File: src/rtl/pwm_dither_pkg.sv
package pwm_dither_pkg;
  typedef enum logic {
    SPLIT_DUAL = 1'b0,
    SPLIT_QUAD = 1'b1
  } split_mode_e;
endpackage

File: src/rtl/pwm_period_ctr.sv
module pwm_period_ctr
  import pwm_dither_pkg::*;
#(
  parameter int DUTY_W = 8
) (
  input  logic              clk,
  input  logic              rst_n,
  input  logic              tick_i,
  input  logic              run_i,
  input  logic [DUTY_W-1:0] duty_i,
  input  split_mode_e       mode_i,
  output logic [DUTY_W-1:0] cnt_o,
  output logic [DUTY_W-1:0] duty_o,
  output split_mode_e       mode_o,
  output logic              active_o
);
  localparam logic [DUTY_W-1:0] CNT_LAST = {DUTY_W{1'b1}};

  logic [DUTY_W-1:0] cnt_q, cnt_d;
  logic [DUTY_W-1:0] duty_q, duty_d;
  split_mode_e       mode_q, mode_d;
  logic              active_q, active_d;

  always_comb begin
    cnt_d    = cnt_q;
    duty_d   = duty_q;
    mode_d   = mode_q;
    active_d = active_q;
    if (tick_i) begin
      if (!run_i) begin
        active_d = 1'b0;
        cnt_d    = '0;
      end else if (!active_q || cnt_q == CNT_LAST) begin
        // period boundary: capture shadow copies
        active_d = 1'b1;
        cnt_d    = '0;
        duty_d   = duty_i;
        mode_d   = mode_i;
      end else begin
        cnt_d = cnt_q + 1'b1;
      end
    end
  end

  always_ff @(posedge clk or negedge rst_n) begin
    if (!rst_n) begin
      cnt_q    <= '0;
      duty_q   <= '0;
      mode_q   <= SPLIT_DUAL;
      active_q <= 1'b0;
    end else begin
      cnt_q    <= cnt_d;
      duty_q   <= duty_d;
      mode_q   <= mode_d;
      active_q <= active_d;
    end
  end

  assign cnt_o    = cnt_q;
  assign duty_o   = duty_q;
  assign mode_o   = mode_q;
  assign active_o = active_q;
endmodule

File: src/rtl/pwm_subcycle_cmp.sv
module pwm_subcycle_cmp
  import pwm_dither_pkg::*;
#(
  parameter int DUTY_W = 8
) (
  input  logic [DUTY_W-1:0] cnt_i,
  input  logic [DUTY_W-1:0] duty_i,
  input  split_mode_e       mode_i,
  output logic              high_o
);
  // index 0: one fine bit (dual), index 1: two fine bits (quad)
  logic [1:0] hit;

  for (genvar g = 1; g <= 2; g++) begin : g_fine
    localparam int POS_W = DUTY_W - g;
    logic [POS_W-1:0] pos;
    logic [g-1:0]     sub;
    logic [POS_W-1:0] coarse;
    logic [g-1:0]     fine;
    logic [POS_W:0]   thr;

    always_comb begin
      pos    = cnt_i[POS_W-1:0];
      sub    = cnt_i[DUTY_W-1:POS_W];
      coarse = duty_i[DUTY_W-1:g];
      fine   = duty_i[g-1:0];
      thr    = {1'b0, coarse} + {{POS_W{1'b0}}, (sub < fine)};
    end

    assign hit[g-1] = ({1'b0, pos} < thr);
  end

  assign high_o = (mode_i == SPLIT_QUAD) ? hit[1] : hit[0];
endmodule

File: src/rtl/subcycle_pwm.sv
module subcycle_pwm
  import pwm_dither_pkg::*;
#(
  parameter int DUTY_W = 8
) (
  input  logic              clk,
  input  logic              rst_n,
  input  logic              pwm_tick_i,
  input  logic [DUTY_W-1:0] duty_i,
  input  logic              split_i,
  input  logic              run_i,
  output logic              pwm_o
);
  logic [1:0]        rst_sync_q;
  logic              rst_core_n;
  logic [DUTY_W-1:0] cnt_w;
  logic [DUTY_W-1:0] duty_w;
  split_mode_e       mode_w;
  logic              active_w;
  logic              high_w;

  always_ff @(posedge clk or negedge rst_n) begin
    if (!rst_n) rst_sync_q <= 2'b00;
    else        rst_sync_q <= {rst_sync_q[0], 1'b1};
  end
  assign rst_core_n = rst_sync_q[1];

  pwm_period_ctr #(.DUTY_W(DUTY_W)) u_ctr (
    .clk      (clk),
    .rst_n    (rst_core_n),
    .tick_i   (pwm_tick_i),
    .run_i    (run_i),
    .duty_i   (duty_i),
    .mode_i   (split_mode_e'(split_i)),
    .cnt_o    (cnt_w),
    .duty_o   (duty_w),
    .mode_o   (mode_w),
    .active_o (active_w)
  );

  pwm_subcycle_cmp #(.DUTY_W(DUTY_W)) u_cmp (
    .cnt_i  (cnt_w),
    .duty_i (duty_w),
    .mode_i (mode_w),
    .high_o (high_w)
  );

  assign pwm_o = active_w & run_i & high_w;
endmodule

File: config.mk
export PLATFORM = sky130hd
export DESIGN_NAME = subcycle_pwm
export DESIGN_NICKNAME = d
export VERILOG_FILES = /design/src/rtl/pwm_dither_pkg.sv /design/src/rtl/pwm_period_ctr.sv /design/src/rtl/pwm_subcycle_cmp.sv /design/src/rtl/subcycle_pwm.sv
export SDC_FILE = /design/constraint.sdc
export NUM_CORES = 1
export LEC_CHECK = 0
export ABC_AREA = 1
export BUFFER_PORTS_ARGS = -buffer_cell sky130_fd_sc_hd__buf_4
export CAP_MARGIN = 0
export CORE_MARGIN = 8
export CORE_UTILIZATION = 50
export CTS_BUF_LIST = sky130_fd_sc_hd__clkbuf_8
export DETAILED_ROUTE_END_ITERATION = 8
export HOLD_SLACK_MARGIN = 0.1
export PLACE_DENSITY = 0.74
export SYNTH_ARGS = -nofsm -noshare
export SYNTH_HDL_FRONTEND = slang
export SYNTH_SLANG_ARGS = --single-unit
File: constraint.sdc
create_clock -name clk -period 2.5 [get_ports clk]
set_input_delay 0.25 -clock clk [delete_from_list [all_inputs] [get_ports clk]]
set_output_delay 0.25 -clock clk [all_outputs]
set_load 0.02 [all_outputs]
==> results.py <==
metrics = {
    "outcome": {
        "status": "complete, but fails checks",
        "violations": "negative setup slack",
    },
    "finish": {
        "fill_cells": 231,
        "synthToLayoutAreaGrowth_pct": 19.3,
        "stdcell_count": 234,
        "finalNetCount": 234,
        "drive_gt1_frac": 0.167,
        "layout_commonest_cell": "nand2_1",
        "final_cell_mix": "nand2_1 (59), inv_1 (24), dfrtp_1 (20), buf_4 (16), ha_1 (15)",
        "n_antenna_cell": 0,
    },
    "setup_path": {
        "path_class": "reg2out",
        "reg2reg_depth": 8,
        "cp_max_fo": 3,
        "critical-path-max-stage-delay_ns": 0.36,
        "cp-end-kind": "primary output",
        "ff2ff_setup_slack_ns": 0.95,
        "rr_endpoint": "u_ctr.duty_o[3]",
        "crit_required_ns": 2.25,
        "crit_path_frequent_cell": "nand2_1",
        "crit_chain": "inv_1 -> ha_1 -> a21oi_2 -> ha_2 -> ha_4 -> nand3_2 -> xor2_1 -> ha_1 -> nand2_1 -> nand2_1 -> a21oi_2 -> nand2_1 -> nand2_1 -> nand2_2 -> a21oi_4 -> buf_6",
        "cp_data_arrival_time_ns": 2.65,
        "r2r_start": "u_ctr.cnt_o[1]",
        "slowest_stage": "dfrtp_1",
        "worst_setup_path_start_kind": "flip-flop",
    },
    "synthesis": {
        "postSynthRegisterBits": 20,
        "syn-num-nets": 214,
        "yosysSeqAreaShare": 0.352,
        "yosys-top-cells-area": "dfrtp_1 (35%), nand2_1 (16%), ha_1 (15%)",
        "yosysTopAreaCellShare": 0.352,
        "synthCells": 184,
        "yosys_warnings": 0,
        "synth_top_area_cell": "dfrtp_1",
        "synth_cell_types": 20,
        "avgSynthCellArea_um2": 7.73,
        "syn_area_um2": 1420,
    },
    "timing": {
        "fmax_ghz": 0.345,
        "finalSetupViolCount": 1,
        "period_share": 1.16,
        "setup_slack_ns": -0.398,
        "tns_ns": -0.398,
        "finalCriticalPeriod_ns": 2.90,
        "hold_ws_ns": 0.204,
        "worstMarginPinSlew_ns": 0.738,
        "max_slew_margin": 0.508,
        "skew_ns": 0.00730,
        "maxSlewViolCount": 0,
        "rsz0062_at_grt": "true",
        "hold_viol_final": 0,
    },
    "cts": {
        "cts_max_level": 1,
        "cts_buffers": 3,
        "tritoncts": "built",
        "clk_pin_slew_worst_paths_ns": 0.08,
        "clock-sinks": 20,
        "ctsRootBufferMaster": "clkbuf_8",
        "worstSkewPairLatency_ns": 0.26,
        "clockBufferDepth": 2,
    },
    "floorplan": {
        "rows": 19,
        "dieArea_um2": 4810,
        "die_h_um": 69.3,
        "core_area_um2": 2730,
        "dieWidth_um": 69.3,
        "initial_utilization": 0.520,
        "io_pins": 14,
    },
    "hold_path": {
        "hold_depth": 2,
        "worstHoldStart": "pwm_tick_i",
        "holdCritPathClass": "in2reg",
        "hold_end": "u_ctr.cnt_o[4]",
    },
    "routing": {
        "drt-initial-drc-count": 68,
        "wire_per_inst_um": 13.1,
        "vias": 1252,
        "routed_wl_um": 3050,
        "post-route-drc-count": 0,
        "detail-route-antenna-nets": 0,
        "drtPass1Iterations": 5,
        "vias_per_cell": 5.35,
    },
    "global_routing": {
        "grt_first_pass_wirelength_um": 5290,
        "grt_usage": 0.129,
        "grt_pass1_vias": 1255,
        "grt-ovfl-total": 0,
        "antenna_found_initial": 0,
        "grt_max_degree": 19,
    },
    "placed_design": {
        "port_buffers": 13,
        "place_hpwl_um": 2470,
        "dp_cells": 228,
        "pre_cts_ws_ns": -0.179,
        "gp_congestion": 0.930,
    },
    "pwr": {
        "power_density_nw_per_um2": 575,
        "vdd_ir_drop_max_mv": 0.722,
        "p_leak_nw": 0.908,
        "finalPower_mw": 0.976,
    },
    "run": {
        "max-cap-violations": 0,
    },
}
==> stage by stage <==
| stage | cell area [um2] | util |
|---|---|---|
| after floorplan | 1450 | - |
| after global placement | 1590 | 0.583 |
| final | 1700 | 0.621 |
| after global routing | 1700 | 0.621 |
| after CTS | 1690 | 0.620 |
| after detailed placement | 1590 | 0.583 |
==> synthesized netlist by cell type, drive strengths merged <==
library cell,number
nand2,62
inv,24
ha,17
nor2,7
a21oi,9
o22ai,3
nor4,1
nand4,1
nand3,17
xor2,9
xnor2,4
dfrtp,20
and3,1
clkbuf,3
conb,1
o21ai,5
==> report_power, final <==
| part | switching (mW) | leakage (nW) | internal (mW) |
|---|---|---|---|
| Sequential | 0.0507 | 0.258 | 0.354 |
| Combinational | 0.133 | 0.615 | 0.115 |
| Clock | 0.110 | 0.0357 | 0.214 |
| Total | 0.294 | 0.908 | 0.682 |
==> per-layer routing <==
metal | wire length, um | GRT usage | up-vias | part of all wire
met2 | 1540 | 0.225 | 34 | 0.51
li1 | - | - | 628 | -
met4 | 68 | 0.0410 | 0 | 0.022
met3 | 132 | 0.0358 | 9 | 0.043
met1 | 1310 | 0.147 | 581 | 0.43
met5 | 0 | 0 | - | 0
==> kinds of logic (layout without fill, tap and decap cells) <==
family	Yosys count	in the layout	synth area share
compound gates	17	17	0.0624
xor+xnor	13	13	0.0800
fa+ha+maj	17	17	0.150
buf+inv	27	46	0.0756
flops	20	20	0.352
other cells	1	1	0.00264
simple gates	89	89	0.278
==> flip-flops by register name (all words and copies together) (netlist names) <==
| signal | count |
|---|---|
| u_ctr.active_o | 1 |
| rst_sync_q | 2 |
| u_ctr.cnt_o | 8 |
| u_ctr.duty_o | 8 |
| u_ctr.mode_o | 1 |
==> what timing repair did <==
item,in CTS,in global routing
endpoints found under the hold margin,2,0
hold buffers,1,0
pin swaps,0,1
buffers inserted,1,0
resized for setup,3,1
gates cloned,0,0
endpoints found under the setup margin,1,1
==> worst max-delay path by stage <==
| stage | slack [ns] | startpoint | to | depth (start not counted) |
|---|---|---|---|---|
| floorplan | 0.005 | u_ctr.cnt_o[7] | pwm_o | 14 |
| global placement | -0.06 | u_ctr.cnt_o[7] | pwm_o | 15 |
| detailed placement | -0.18 | u_ctr.cnt_o[7] | pwm_o | 15 |
| CTS | -0.39 | u_ctr.cnt_o[7] | pwm_o | 15 |
| global route | -0.55 | u_ctr.duty_o[1] | pwm_o | 16 |
| finish | -0.40 | u_ctr.duty_o[1] | pwm_o | 16 |
==> cell type report <==
cell class	instances	area (um2)	area share
Multi-Input combinational cell	137	856	0.504
Sequential cell	20	500	0.295
Timing Repair Buffer	18	141	0.0833
Inverter	24	90.1	0.0531
Clock buffer	3	41.3	0.0243
Tap cell	31	38.8	0.0228
Clock inverter	1	30.0	0.0177
==> worst max-delay path: cells and delay by family (launching register included) <==
kind | cells | cell delay, ns
AO/OA/AOI/OAI | 3 | 0.35
AND/OR/NAND/NOR | 6 | 0.42
buffers and inverters | 2 | 0.18
adder cells (fa/ha/maj) | 4 | 0.94
XOR/XNOR | 1 | 0.15
flip-flops | 1 | 0.36
(Power assumes the default switching activity.)
